==> src/rtl/ptw_pkg.sv <==
package ptw_pkg;

   typedef enum logic [1:0] {
      ACC_FETCH = 2'd0,
      ACC_LOAD  = 2'd1,
      ACC_STORE = 2'd2
   } acc_e;

   typedef enum logic [2:0] {
      ST_IDLE      = 3'd0,
      ST_READ_PTE  = 3'd1,
      ST_WAIT_PTE  = 3'd2,
      ST_WRITE_PTE = 3'd3,
      ST_DONE      = 3'd4
   } walk_st_e;

   localparam logic [1:0] PRIV_USR = 2'd0;
   localparam logic [1:0] PRIV_SUP = 2'd1;
   localparam logic [1:0] PRIV_MCH = 2'd3;

   // entry field positions
   localparam int BIT_V   = 0;
   localparam int BIT_R   = 1;
   localparam int BIT_W   = 2;
   localparam int BIT_X   = 3;
   localparam int BIT_U   = 4;
   localparam int BIT_A   = 6;
   localparam int BIT_D   = 7;
   localparam int PPN_LSB = 10;

   typedef struct packed {
      logic r;
      logic w;
      logic x;
   } perm_t;

endpackage

==> src/rtl/ptw_mode_sel.sv <==
module ptw_mode_sel
   import ptw_pkg::*;
(
   input  logic [1:0] priv_i,
   input  acc_e       acc_i,
   input  logic       mprv_i,
   input  logic [1:0] mpp_i,
   input  logic       paging_i,
   output logic [1:0] eff_priv_o,
   output logic       bypass_o
);

   always_comb begin
      eff_priv_o = priv_i;
      if (priv_i == PRIV_MCH && acc_i != ACC_FETCH && mprv_i)
         eff_priv_o = mpp_i;
      bypass_o = (eff_priv_o == PRIV_MCH) || !paging_i;
   end

endmodule

==> src/rtl/ptw_leaf_check.sv <==
module ptw_leaf_check
   import ptw_pkg::*;
#(
   parameter int VA_W  = 32,
   parameter int PA_W  = 34,
   parameter int PTE_W = 32,
   parameter int OFF_W = 12,
   parameter int IDX_W = 10,
   parameter int LVL_W = 1
) (
   input  logic [PTE_W-1:0] pte_i,
   input  logic [LVL_W-1:0] lvl_i,
   input  acc_e             acc_i,
   input  logic [1:0]       eff_priv_i,
   input  logic             sum_i,
   input  logic             mxr_i,
   input  logic [VA_W-1:0]  vaddr_i,
   output logic             is_ptr_o,
   output logic             fault_o,
   output logic             wb_o,
   output logic [PTE_W-1:0] pte_upd_o,
   output logic [PA_W-1:0]  pa_o,
   output perm_t            perm_o
);

   localparam int PPN_W = PA_W - OFF_W;

   logic             v, r, w, x, u, d;
   logic             acc_ok, priv_bad;
   logic [PPN_W-1:0] ppn, vpn, lo_mask;

   always_comb begin
      v   = pte_i[BIT_V];
      r   = pte_i[BIT_R];
      w   = pte_i[BIT_W];
      x   = pte_i[BIT_X];
      u   = pte_i[BIT_U];
      d   = pte_i[BIT_D];
      ppn = pte_i[PTE_W-1:PPN_LSB];
      vpn = PPN_W'(vaddr_i[VA_W-1:OFF_W]);
      // page-number bits that a leaf at this level leaves to the virtual address
      lo_mask = (PPN_W'(1) << (lvl_i * IDX_W)) - PPN_W'(1);

      is_ptr_o = v && !r && !w && !x;

      case (acc_i)
         ACC_FETCH: acc_ok = x;
         ACC_LOAD:  acc_ok = r || (x && mxr_i);
         ACC_STORE: acc_ok = w;
         default:   acc_ok = 1'b0;
      endcase

      if (u) priv_bad = (eff_priv_i != PRIV_USR) && (!sum_i || acc_i == ACC_FETCH);
      else   priv_bad = (eff_priv_i != PRIV_SUP);

      fault_o = !v || (!is_ptr_o && ((w && !r) || priv_bad ||
                                     (|(ppn & lo_mask)) || !acc_ok));

      pte_upd_o        = pte_i;
      pte_upd_o[BIT_A] = 1'b1;
      if (acc_i == ACC_STORE) pte_upd_o[BIT_D] = 1'b1;
      wb_o = (pte_upd_o != pte_i);

      pa_o     = {(ppn & ~lo_mask) | (vpn & lo_mask), vaddr_i[OFF_W-1:0]};
      perm_o.r = r || (x && mxr_i);
      perm_o.x = x;
      perm_o.w = w && (acc_i == ACC_STORE || d);
   end

endmodule

==> src/rtl/pt_walker.sv <==
module pt_walker
   import ptw_pkg::*;
#(
   parameter int VA_W   = 32,
   parameter int PA_W   = 34,
   parameter int PTE_W  = 32,
   parameter int OFF_W  = 12,
   parameter int IDX_W  = 10,
   parameter int LEVELS = 2
) (
   input  logic                   clk,
   input  logic                   rst_n,
   input  logic                   req_valid,
   output logic                   req_ready,
   input  logic [VA_W-1:0]        req_vaddr,
   input  logic [1:0]             req_acc,
   input  logic [1:0]             req_priv,
   input  logic                   req_mprv,
   input  logic [1:0]             req_mpp,
   input  logic [PA_W-OFF_W-1:0]  req_root_ppn,
   input  logic                   req_paging,
   input  logic                   req_sum,
   input  logic                   req_mxr,
   output logic                   mem_req,
   output logic                   mem_we,
   output logic [PA_W-1:0]        mem_addr,
   output logic [PTE_W-1:0]       mem_wdata,
   input  logic [PTE_W-1:0]       mem_rdata,
   input  logic                   mem_ack,
   output logic                   done,
   output logic                   fault,
   output logic [PA_W-1:0]        paddr,
   output logic                   perm_r,
   output logic                   perm_w,
   output logic                   perm_x
);

   localparam int PPN_W  = PA_W - OFF_W;
   localparam int ENT_SH = $clog2(PTE_W / 8);
   localparam int LVL_W  = (LEVELS > 1) ? $clog2(LEVELS) : 1;

   // elaboration-time parameter checks
   if (VA_W != OFF_W + LEVELS * IDX_W) begin : g_bad_va
      $error("pt_walker: VA_W must equal OFF_W + LEVELS*IDX_W");
   end
   if (PTE_W - PPN_LSB != PPN_W) begin : g_bad_pte
      $error("pt_walker: entry page-number field must match PA_W - OFF_W");
   end
   if (PPN_W < VA_W - OFF_W) begin : g_bad_pa
      $error("pt_walker: physical page number narrower than virtual");
   end

   walk_st_e         state_q;
   logic [VA_W-1:0]  vaddr_q;
   acc_e             acc_q;
   logic [1:0]       eff_q;
   logic             sum_q, mxr_q;
   logic [PA_W-1:0]  base_q;
   logic [LVL_W-1:0] lvl_q;
   logic [PTE_W-1:0] pte_q;
   logic             fault_q;
   logic [PA_W-1:0]  pa_q;
   perm_t            perm_q;

   acc_e             acc_in;
   logic [1:0]       eff_in;
   logic             bypass_in;
   logic             lf_ptr, lf_fault, lf_wb;
   logic [PTE_W-1:0] lf_pte_upd;
   logic [PA_W-1:0]  lf_pa;
   perm_t            lf_perm;

   assign acc_in = acc_e'(req_acc);

   ptw_mode_sel i_mode_sel (
      .priv_i     (req_priv),
      .acc_i      (acc_in),
      .mprv_i     (req_mprv),
      .mpp_i      (req_mpp),
      .paging_i   (req_paging),
      .eff_priv_o (eff_in),
      .bypass_o   (bypass_in)
   );

   ptw_leaf_check #(
      .VA_W (VA_W), .PA_W (PA_W), .PTE_W (PTE_W),
      .OFF_W(OFF_W), .IDX_W(IDX_W), .LVL_W(LVL_W)
   ) i_leaf_check (
      .pte_i      (pte_q),
      .lvl_i      (lvl_q),
      .acc_i      (acc_q),
      .eff_priv_i (eff_q),
      .sum_i      (sum_q),
      .mxr_i      (mxr_q),
      .vaddr_i    (vaddr_q),
      .is_ptr_o   (lf_ptr),
      .fault_o    (lf_fault),
      .wb_o       (lf_wb),
      .pte_upd_o  (lf_pte_upd),
      .pa_o       (lf_pa),
      .perm_o     (lf_perm)
   );

   // one index slice per table level, level 0 being the last
   logic [IDX_W-1:0] idx_lv [LEVELS];
   for (genvar l = 0; l < LEVELS; l++) begin : g_idx
      assign idx_lv[l] = vaddr_q[OFF_W + l*IDX_W +: IDX_W];
   end

   assign mem_addr  = base_q + (PA_W'(idx_lv[lvl_q]) << ENT_SH);
   assign mem_req   = (state_q == ST_READ_PTE) || (state_q == ST_WRITE_PTE);
   assign mem_we    = (state_q == ST_WRITE_PTE);
   assign mem_wdata = pte_q;
   assign req_ready = (state_q == ST_IDLE);
   assign done      = (state_q == ST_DONE);
   assign fault     = fault_q;
   assign paddr     = pa_q;
   assign perm_r    = perm_q.r;
   assign perm_w    = perm_q.w;
   assign perm_x    = perm_q.x;

   always_ff @(posedge clk or negedge rst_n) begin
      if (!rst_n) begin
         state_q <= ST_IDLE;
         vaddr_q <= '0;
         acc_q   <= ACC_FETCH;
         eff_q   <= '0;
         sum_q   <= 1'b0;
         mxr_q   <= 1'b0;
         base_q  <= '0;
         lvl_q   <= '0;
         pte_q   <= '0;
         fault_q <= 1'b0;
         pa_q    <= '0;
         perm_q  <= '0;
      end else begin
         case (state_q)
            ST_IDLE: if (req_valid) begin
               vaddr_q <= req_vaddr;
               acc_q   <= acc_in;
               eff_q   <= eff_in;
               sum_q   <= req_sum;
               mxr_q   <= req_mxr;
               fault_q <= 1'b0;
               if (bypass_in) begin
                  pa_q    <= PA_W'(req_vaddr);
                  perm_q  <= '{r: 1'b1, w: 1'b1, x: 1'b1};
                  state_q <= ST_DONE;
               end else begin
                  base_q  <= {req_root_ppn, {OFF_W{1'b0}}};
                  lvl_q   <= LVL_W'(LEVELS - 1);
                  pa_q    <= '0;
                  perm_q  <= '0;
                  state_q <= ST_READ_PTE;
               end
            end
            ST_READ_PTE: if (mem_ack) begin
               pte_q   <= mem_rdata;
               state_q <= ST_WAIT_PTE;
            end
            ST_WAIT_PTE: begin
               if (lf_ptr) begin
                  if (lvl_q == '0) begin
                     fault_q <= 1'b1;
                     state_q <= ST_DONE;
                  end else begin
                     base_q  <= {pte_q[PTE_W-1:PPN_LSB], {OFF_W{1'b0}}};
                     lvl_q   <= lvl_q - 1'b1;
                     state_q <= ST_READ_PTE;
                  end
               end else if (lf_fault) begin
                  fault_q <= 1'b1;
                  state_q <= ST_DONE;
               end else begin
                  pa_q   <= lf_pa;
                  perm_q <= lf_perm;
                  if (lf_wb) begin
                     pte_q   <= lf_pte_upd;
                     state_q <= ST_WRITE_PTE;
                  end else begin
                     state_q <= ST_DONE;
                  end
               end
            end
            ST_WRITE_PTE: if (mem_ack) state_q <= ST_DONE;
            ST_DONE:      state_q <= ST_IDLE;
            default:      state_q <= ST_IDLE;
         endcase
      end
   end

endmodule

==> config.mk <==
export PLATFORM = sky130hd
export DESIGN_NAME = pt_walker
export DESIGN_NICKNAME = d
export VERILOG_FILES = /design/src/rtl/ptw_pkg.sv /design/src/rtl/ptw_mode_sel.sv /design/src/rtl/ptw_leaf_check.sv /design/src/rtl/pt_walker.sv
export SDC_FILE = /design/constraint.sdc
export NUM_CORES = 1
export LEC_CHECK = 0
export ABC_CLOCK_PERIOD_IN_PS = 3100
export BUFFER_PORTS_ARGS = -buffer_cell sky130_fd_sc_hd__buf_2
export CORE_MARGIN = 2
export CORE_UTILIZATION = 40
export DETAILED_ROUTE_END_ITERATION = 10
export PLACE_DENSITY = 0.66
export SKIP_CTS_REPAIR_TIMING = 1
export SYNTH_ARGS = -nofsm -noshare
export SYNTH_HDL_FRONTEND = slang
export SYNTH_SLANG_ARGS = --single-unit
==> constraint.sdc <==
create_clock -name clk -period 3.1 [get_ports clk]
set_input_delay 0 -clock clk [delete_from_list [all_inputs] [get_ports clk]]
set_output_delay 0 -clock clk [all_outputs]
set_load 0.1 [all_outputs]
# Word level (Yosys, flattened, before mapping)
# Index checks and enable logic that the tools add are counted.
classes:
  n_mul: 1
  shift: 1
  n_reduce_logical: 42
  bitwise_logic: 7
  mux: 46
  add_sub_neg: 3
  eq_ne: 21
  order_cmp: 1
op_table:
  columns: ["operator", "count"]
  rows:
  - ["$mux 34", 7]
  - ["$pmux 34 s2", 2]
  - ["$mux 32", 2]
  - ["$pmux 32 s2", 1]
  - ["$and 22x22->22", 2]
  - ["$mux 3", 12]
  - ["$add 34x12->34", 1]
  - ["$mux 10", 3]
  - ["$mux 8", 3]
  - ["$and 20x22->22", 1]
  - ["$not 22->22", 1]
  - ["$or 22x22->22", 1]
  - ["$reduce_or 22->1", 1]
  - ["$shl 1x5->22 const A", 1]
  - ["$sub 22x2->22 const B", 1]
  - ["$ne 2x2->1 const B", 6]
  - ["$pmux 3 s4", 1]
  - ["$reduce_and 4->1", 3]
  - ["$logic_and 1x1->1", 10]
  - ["$mux 1", 10]
  - ["$reduce_and 5->1", 2]
  - ["$logic_or 1x1->1", 9]
  - ["$logic_not 1->1", 8]
  - ["$ne 2x1->1 const B", 4]
  - ["22 further kinds", 30]
word_totals:
  regBits: 146
  output_inout_bits: 108
  in_bits: 100

# Depth between registers and ports, before layout
# Gate-level depths: netlist (run 1).
logic_depth:
  word_depth: 12
  mapped_depth: 8
  mapped_depth_nobuf: 5

# Hierarchy
# A second synthesis (run 1) with hierarchy kept.
hier_totals:
  cells_unflattened: 612
  hier_area_um2: 7294.5
by_module_without_submodules:
  columns: ["mod", "cells_each", "instances", "area_per_inst_um2", "seq_area_each_um2"]
  rows:
  - ["pt_walker", 517, 1, 6553.8, 3353.2]
  - ["ptw_leaf_check", 87, 1, 684.4, 0.0]
  - ["ptw_mode_sel", 8, 1, 56.3, 0.0]

# Worst setup path after synthesis (run 1)
# No wires, ideal clock.
synth_timing:
  path_kind: "register to register"
  startpoint: "register state_q[1]"
  endpoint: "register perm_q (netlist bit perm_r)"
  setup_time_ns: 0.128
  stages_incl_launch_ff: 6
  synth_period_minus_slack_ns: 3.884
  arrival_ns: 3.756
  setup_slack_ns: -0.784
  path_cell_list: "dfrtp_1 > buf_2 > nor3_1 > nand2_1 > o31ai_4 > mux2_1"
synth_via:
  elab_chain_cells: 3
synth_lines:
  columns: ["element", "line_no", "source"]
  rows:
  - ["start: declaration", "pt_walker.sv:53", "walk_st_e state_q;"]
  - ["start signal: assignment", "pt_walker.sv:124", "state_q <= ST_IDLE;"]
  - ["start signal: assignment", "pt_walker.sv:148", "state_q <= ST_DONE;"]
  - ["start signal: assignment", "pt_walker.sv:154", "state_q <= ST_READ_PTE;"]
  - ["$logic_not 3->1 *", null, null]
  - ["named net req_ready", "pt_walker.sv:14", "output logic req_ready,"]
  - ["$ne 2x2->1 (no source line) or $reduce_bool 2->1 (tied branches)", null, null]
  - ["$reduce_and 4->1 (no source line)", null, null]
  - ["end signal: assignment", "pt_walker.sv:147", "perm_q <= '{r: 1'b1, w: 1'b1, x: 1'b1};"]
  - ["end signal: assignment", "pt_walker.sv:176", "perm_q <= lf_perm;"]
  - ["end: declaration", "pt_walker.sv:63", "perm_t perm_q;"]
# The timed path passes the listed nets; every way through them passes the cells marked *.
# A chain may end at the register's enable or synchronous reset.

# Worst setup path after layout (run 1)
layout_timing:
  startpoint: "register pte_q[14], in the netlist mem_wdata[14]"
  endpoint: "register pa_q[2], in the netlist paddr[2]"
layout_via:
  elab_chain_cells: 8
layout_lines:
  columns: ["element", "line_no", "source"]
  rows:
  - ["start: declaration", "pt_walker.sv:60", "logic [PTE_W-1:0] pte_q;"]
  - ["start signal: assignment", "pt_walker.sv:158", "pte_q <= mem_rdata;"]
  - ["start signal: assignment", "pt_walker.sv:178", "pte_q <= lf_pte_upd;"]
  - ["$and 22x22->22", "ptw_leaf_check.sv:57", "(|(ppn & lo_mask)) || !acc_ok));"]
  - ["$reduce_or 22->1", "ptw_leaf_check.sv:57", null]
  - ["$logic_or 1x1->1", "ptw_leaf_check.sv:56", "fault_o = !v || (!is_ptr_o && ((w && !r) || priv_bad ||"]
  - ["$logic_or 1x1->1", "ptw_leaf_check.sv:57", null]
  - ["$logic_and 1x1->1", "ptw_leaf_check.sv:56", null]
  - ["$logic_or 1x1->1", "ptw_leaf_check.sv:56", null]
  - ["$ne 2x2->1 (no source line)", null, null]
  - ["$reduce_and 4->1 (no source line)", null, null]
  - ["end signal: assignment", "pt_walker.sv:146", "pa_q <= PA_W'(req_vaddr);"]
  - ["end signal: assignment", "pt_walker.sv:175", "pa_q <= lf_pa;"]
  - ["end: declaration", "pt_walker.sv:62", "logic [PA_W-1:0] pa_q;"]
# No other way between the ends.

==> results_dict.tcl, run 1 <==
set metrics [dict create \
    synth_flop_cell "sky130_fd_sc_hd__dfrtp_1" \
    cts_tree "yes" \
    syn-mean-instance-area_um2 10.3 \
    final_period_minus_worst_setup_slack_ps 2710 \
    grt.met1_usage_pct 30.6 \
    number_of_i_o_port_buffers 205 \
    synthesis.area_um2 6320 \
    crit_path_cell_trace "nor4_1 -> nand3_1 -> a221o_1 -> o31ai_4 -> buf_12 -> a22oi_2" \
    global_route_wire_length_before_repair_mm 28.8 \
    dr.pass1.iters 5 \
    route.antenna.remaining_nets 0 \
    achievable-frequency_mhz 369 \
    holdCritStartpoint "req_root_ppn[1]" \
    floorplan.io_pins 208 \
    r2r_slack_ps 390 \
    drc_errors 0 \
    core_um2 15300 \
    overflow 0 \
    clk_pin_slew_ps 60 \
    status "complete, no violations" \
    cts_inserted_buffers 17 \
    yosys_warnings 0 \
    synth_cells 613 \
    replace_congestion 0.806 \
    initial_core_util_pct 41.3 \
    synth_top_family_by_area "simple AND/OR/NAND/NOR gates" \
    final_hold_viol_count 0 \
    crit_fanout 26 \
    grt_antenna_before_repair 0 \
    final_cell_count_no_fill 1127 \
    critPathCaptureType "flop" \
    routed_wirelength_mm 20.3 \
    asyncSetResetFlopFracSynth_pct 100 \
    post_route_cells_drive_above_1_share_pct 35.6 \
    count_of_flip_flops_with_a_built_in_enable_after_synthesis 0 \
    grt_max_degree 83 \
    hold_depth 3 \
    grt_util_met2_pct 36.2 \
    hold_class "input port to flop" \
    timing.critical_path.arrival_ps 2980 \
    cts.path.max_buffers 2 \
    grt.busiest_layer "met2" \
    slew_headroom_pct 23.8 \
    timing_worst_slew_pin_value_ps 1140 \
    synth_sequential_area_ratio_pct 53.0 \
    synth-compound-area-share_pct 14.9 \
    post_drt_wl_per_cell_um 18.0 \
    placementRows 45 \
    critical-path-max-stage-delay_ps 550 \
    critical_path.startpoint_type "flop" \
    regToRegStartpoint "mem_wdata[14]$_DFFE_PN0P_" \
    worst-endpoint-required_ps 3370 \
    detail_route.iter0.violations 333 \
    synthDistinctLibCells 43 \
    die_h_um 130 \
    worst_skew_pair.late_latency_ps 420 \
    synth-seq-cells 134 \
    rsz0062_at_grt "no" \
    groute.usage.overall_pct 22.6 \
    cap_violations 0 \
    h_tree_levels 4 \
    timing.reg2reg.worst_path_depth 6 \
    clock-sinks 134 \
    setup_viol 0 \
    placed_cells 998 \
    muxShareOfSynthArea_pct 12.7 \
    drt-vias-per-instance 5.12 \
    synth_fa_ha_area_share_pct 0 \
    period_utilisation_layout_pct 87.3 \
    num_antenna_cells 0 \
    filler_cell_count 1329 \
    regToRegEndpoint "paddr[2]$_DFFE_PN0P_" \
    die_area_um2 16800 \
    synthSimpleGateAreaFrac_pct 15.3 \
    timing.setup.tns_ps 0 \
    report.final.slew_viol_count 0 \
    vias 5765 \
    min_to "base_q[13]$_DFFE_PN0P_" \
    final_net_count 1003 \
    flow.area_growth_from_synthesis_pct 46.1 \
    skew_ps 7.55 \
    place.detailed.hpwl_mm 13.0 \
    crit_slowest_cell "sky130_fd_sc_hd__nor4_1" \
    grtUsageMet3_pct 5.49 \
    die_width_um 130 \
    cts-root-buf "sky130_fd_sc_hd__clkbuf_16" \
    crit_type "flop to flop" \
    grt_pass1_vias 5105 \
    synth_xor_area_share_pct 0.139 \
]
[sequential cells by signal (all words and copies together) (netlist names)]
name,count
base_q,22
state_q,3
mem_wdata,32
eff_q,2
perm_x,1
mxr_q,1
fault,1
paddr,34
sum_q,1
acc_q,2
lvl_q,1
vaddr_q,32
perm_r,1
perm_w,1
[stage by stage]
step	instance area, µm²	utilization, %	worst slack [ps]	hold WS [ps]
2_1_floorplan	6330	-	259	-296
3_3_place_gp	7560	49.4	550	103
3_5_place_dp	7560	49.4	496	101
4_1_cts	8260	54.0	496	-350
5_1_grt	9240	60.3	312	41.8
6_report	9240	60.3	392	32.6
[cell usage in the layout (no fill, tap or decap), types with 2 or more instances in the layout]
| cell | netlist | layout |
|---|---|---|
| sky130_fd_sc_hd__clkinvlp_4 | 0 | 2 |
| sky130_fd_sc_hd__nand2_1 | 141 | 140 |
| sky130_fd_sc_hd__o31ai_1 | 2 | 2 |
| sky130_fd_sc_hd__buf_2 | 7 | 204 |
| sky130_fd_sc_hd__a22oi_1 | 15 | 15 |
| sky130_fd_sc_hd__bufinv_16 | 0 | 7 |
| sky130_fd_sc_hd__buf_4 | 5 | 9 |
| sky130_fd_sc_hd__and2_1 | 17 | 16 |
| sky130_fd_sc_hd__a22oi_2 | 29 | 29 |
| sky130_fd_sc_hd__a31oi_1 | 26 | 25 |
| sky130_fd_sc_hd__nand3_1 | 5 | 5 |
| sky130_fd_sc_hd__nor4_1 | 2 | 2 |
| sky130_fd_sc_hd__and3_1 | 2 | 2 |
| sky130_fd_sc_hd__nor2b_1 | 4 | 3 |
| sky130_fd_sc_hd__nand2b_1 | 3 | 3 |
| sky130_fd_sc_hd__clkbuf_16 | 0 | 17 |
| sky130_fd_sc_hd__o21ai_0 | 30 | 30 |
| sky130_fd_sc_hd__clkbuf_8 | 0 | 2 |
| sky130_fd_sc_hd__mux2i_1 | 35 | 35 |
| sky130_fd_sc_hd__buf_12 | 0 | 3 |
| sky130_fd_sc_hd__inv_1 | 6 | 6 |
| sky130_fd_sc_hd__dlygate4sd3_1 | 0 | 97 |
| sky130_fd_sc_hd__nor2_1 | 52 | 52 |
| sky130_fd_sc_hd__conb_1 | 1 | 2 |
| sky130_fd_sc_hd__clkinv_4 | 0 | 2 |
| sky130_fd_sc_hd__a21oi_1 | 6 | 6 |
| sky130_fd_sc_hd__mux2_2 | 39 | 39 |
| sky130_fd_sc_hd__dfrtp_1 | 134 | 134 |
[critical path, delay by kind of cell, from the launching register on]
kind | cells | cell delay (ps)
buf+inv | 1 | 300
compound gates | 3 | 1040
flops | 1 | 430
simple gates | 2 | 770
[area by class of cell]
type                       instances  area, µm²  share of cell area [%]
sequential                       134       3350                    36.3
timing repair buffer             314       2130                    23.1
clock buffer                      20        457                    4.95
tap                              211        264                    2.86
clock inverter                    12        248                    2.68
multi-input combinational        430       2760                    29.9
inverter                           6       22.5                   0.244
[routing by layer]
layer	part of all wire (%)	wire length [µm]	vias up
met1	43	8720	2786
met4	2.1	420	0
met3	6.0	1220	30
met2	49	9970	249
met5	0	0	-
li1	-	-	2700
[cell usage after synthesis (6+ instances only)]
library cell,number,share of area [%]
sky130_fd_sc_hd__buf_1,6,0.36
sky130_fd_sc_hd__clkbuf_1,22,1.3
sky130_fd_sc_hd__buf_2,7,0.55
sky130_fd_sc_hd__a22oi_2,29,5.7
sky130_fd_sc_hd__o21ai_0,30,2.4
sky130_fd_sc_hd__a31oi_1,26,2.6
sky130_fd_sc_hd__dfrtp_1,134,53
sky130_fd_sc_hd__and2_1,17,1.7
sky130_fd_sc_hd__a22oi_1,15,1.8
sky130_fd_sc_hd__mux2_2,39,6.9
sky130_fd_sc_hd__nand2_1,141,8.4
sky130_fd_sc_hd__inv_1,6,0.36
sky130_fd_sc_hd__mux2i_1,35,5.5
sky130_fd_sc_hd__nor2_1,52,3.1
sky130_fd_sc_hd__a21oi_1,6,0.48
[logic make-up (layout without fill, tap and decap cells)]
group | count (synthesis) | in the layout
and+or+nand+nor | 232 | 232
DFF | 134 | 134
AOI/OAI and AO/OA | 120 | 120
muxes | 75 | 75
buffers and inverters | 50 | 352
other | 1 | 2
xor gates and xnor gates | 1 | 1
[worst max path at each step]
stage / startpoint / endpoint / slack, ps / cells after the start
detailed placement: mem_wdata[14]$_DFFE_PN0P_ / paddr[2]$_DFFE_PN0P_ / 500 / 6
global route: state_q[2]$_DFFE_PN0P_ / eff_q[1]$_DFFE_PN0P_ / 310 / 6
floorplan: state_q[2]$_DFFE_PN0P_ / base_q[14]$_DFFE_PN0P_ / 260 / 7
CTS: mem_wdata[14]$_DFFE_PN0P_ / paddr[2]$_DFFE_PN0P_ / 500 / 6
global placement: mem_wdata[14]$_DFFE_PN0P_ / paddr[23]$_DFFE_PN0P_ / 550 / 6
finish: mem_wdata[14]$_DFFE_PN0P_ / paddr[2]$_DFFE_PN0P_ / 390 / 6
Power of run 1 is left out: the tool's default activity adds up to more than one toggle a clock period on the data nets, which glitch-free logic cannot reach.
==> inputs of run 2 (changes only) <==
==> constraint.sdc (replaced) <==
create_clock -name clk -period 3.1 [get_ports clk]
set_input_delay 0.62 -clock clk [delete_from_list [all_inputs] [get_ports clk]]
set_output_delay 0.62 -clock clk [all_outputs]
set_load 0.1 [all_outputs]
==> results_dict.tcl, run 2 (synthesis results as in run 1) <==
set metrics [dict create \
    status "complete, no violations" \
    grt_max_degree 80 \
    cts.path.max_buffers 2 \
    regToRegStartpoint "mem_wdata[14]$_DFFE_PN0P_" \
    finish.instance_area_um2 8190 \
    placementRows 45 \
    setup_ws_ps 308 \
    hold_class "input port to async pin" \
    timing.reg2reg.worst_path_depth 6 \
    initial_core_util_pct 41.3 \
    final_net_count 911 \
    number_of_i_o_port_buffers 205 \
    vias 5289 \
    floorplan.io_pins 208 \
    cts-root-buf "sky130_fd_sc_hd__clkbuf_16" \
    crit_type "flop to output pin" \
    h_tree_levels 4 \
    setup_viol 0 \
    groute.usage.overall_pct 22.3 \
    worst-endpoint-required_ps 2480 \
    final_cell_count_no_fill 1035 \
    dpl_cell_area_um2 7580 \
    die_area_um2 16800 \
    slew_headroom_pct 32.4 \
    clk_pin_slew_ps 60 \
    place.detailed.hpwl_mm 13.2 \
    filler_cell_count 1428 \
    rsz0062_at_grt "no" \
    setup.worst_path.end "mem_addr[7]" \
    largest_register_ff_count 34 \
    num_antenna_cells 0 \
    overflow 0 \
    routed_wirelength_mm 18.4 \
    detail_route.iter0.violations 299 \
    cts_tree "yes" \
    cap_violations 0 \
    period_utilisation_layout_pct 90.1 \
    drc_errors 0 \
    layout_common_cells "sky130_fd_sc_hd__buf_2 (204), sky130_fd_sc_hd__nand2_1 (140), sky130_fd_sc_hd__dfrtp_1 (134)" \
    final_hold_viol_count 0 \
    timing.critical_path.arrival_ps 2170 \
    skew_ps 17.0 \
    placed_cells 1003 \
    post_route_cells_drive_above_1_share_pct 40.2 \
    cts_inserted_buffers 17 \
    flow.area_growth_from_synthesis_pct 29.6 \
    dp_slack_ps 581 \
    replace_congestion 0.913 \
    die_h_um 130 \
    post_drt_wl_per_cell_um 17.8 \
    regToRegEndpoint "paddr[15]$_DFFE_PN0P_" \
    report.final.slew_viol_count 0 \
    crit_fanout 22 \
    grt_pass1_vias 5110 \
    grt_antenna_before_repair 0 \
    route.antenna.remaining_nets 0 \
    core_um2 15300 \
    worst_skew_pair.late_latency_ps 420 \
    clock-sinks 134 \
    die_width_um 130 \
    leading_cell_type_in_the_layout_fill_and_taps_excluded "sky130_fd_sc_hd__buf_2" \
    dr.pass1.iters 5 \
    critPathCaptureType "output pin" \
    timing_worst_slew_pin_value_ps 1010 \
    final_period_minus_worst_setup_slack_ps 2790 \
    r2r_slack_ps 380 \
    crit_path_from "lvl_q$_DFFE_PN0P_" \
    timing.setup.tns_ps 0 \
    drt-vias-per-instance 5.11 \
    global_route_wire_length_before_repair_mm 28.3 \
    achievable-frequency_mhz 358 \
    critical_path.startpoint_type "flop" \
]
[run 2: per-layer routing]
metal	track usage [%]	wire (µm)	vias to the layer above
met4	7.46	241	0
li1	-	-	2524
met2	36.1	8880	198
met3	4.51	1310	16
met5	0	0	-
met1	30.2	7960	2551
[run 2: area by class of cell]
class	count	area [µm²]	share of cell area [%]
inverters	6	22.5	0.275
repair buffers	222	1180	14.5
well taps	211	264	3.22
multi-input cells	430	2760	33.7
clock buffers	20	457	5.57
clock inverters	12	151	1.85
flip-flops and latches	134	3350	40.9
[run 2: stage by stage]
stage / hold slack (ps) / util (%)
6_report: 34.9 / 53.5
3_5_place_dp: 454 / 49.5
3_3_place_gp: 449 / 49.5
2_1_floorplan: 324 / -
5_1_grt: 29.4 / 53.5
4_1_cts: 29.1 / 53.5
[run 2: worst min-delay path by stage]
stage	endpoint	slack, ps	depth (start not counted)
2_1_floorplan	acc_q[0]$_DFFE_PN0P_	320	0
3_3_place_gp	vaddr_q[4]$_DFFE_PN0P_	450	2
3_5_place_dp	vaddr_q[7]$_DFFE_PN0P_	450	2
4_1_cts	mem_wdata[30]$_DFFE_PN0P_	30	1
5_1_grt	paddr[1]$_DFFE_PN0P_	30	1
6_report	mem_wdata[30]$_DFFE_PN0P_	30	1
[run 2: worst max-delay path: stages (launching register included)]
cell and delay (ps):
sky130_fd_sc_hd__dfrtp_1 1000, sky130_fd_sc_hd__mux2_2 300, sky130_fd_sc_hd__buf_2 440
Power of run 2 is left out for the same reason.
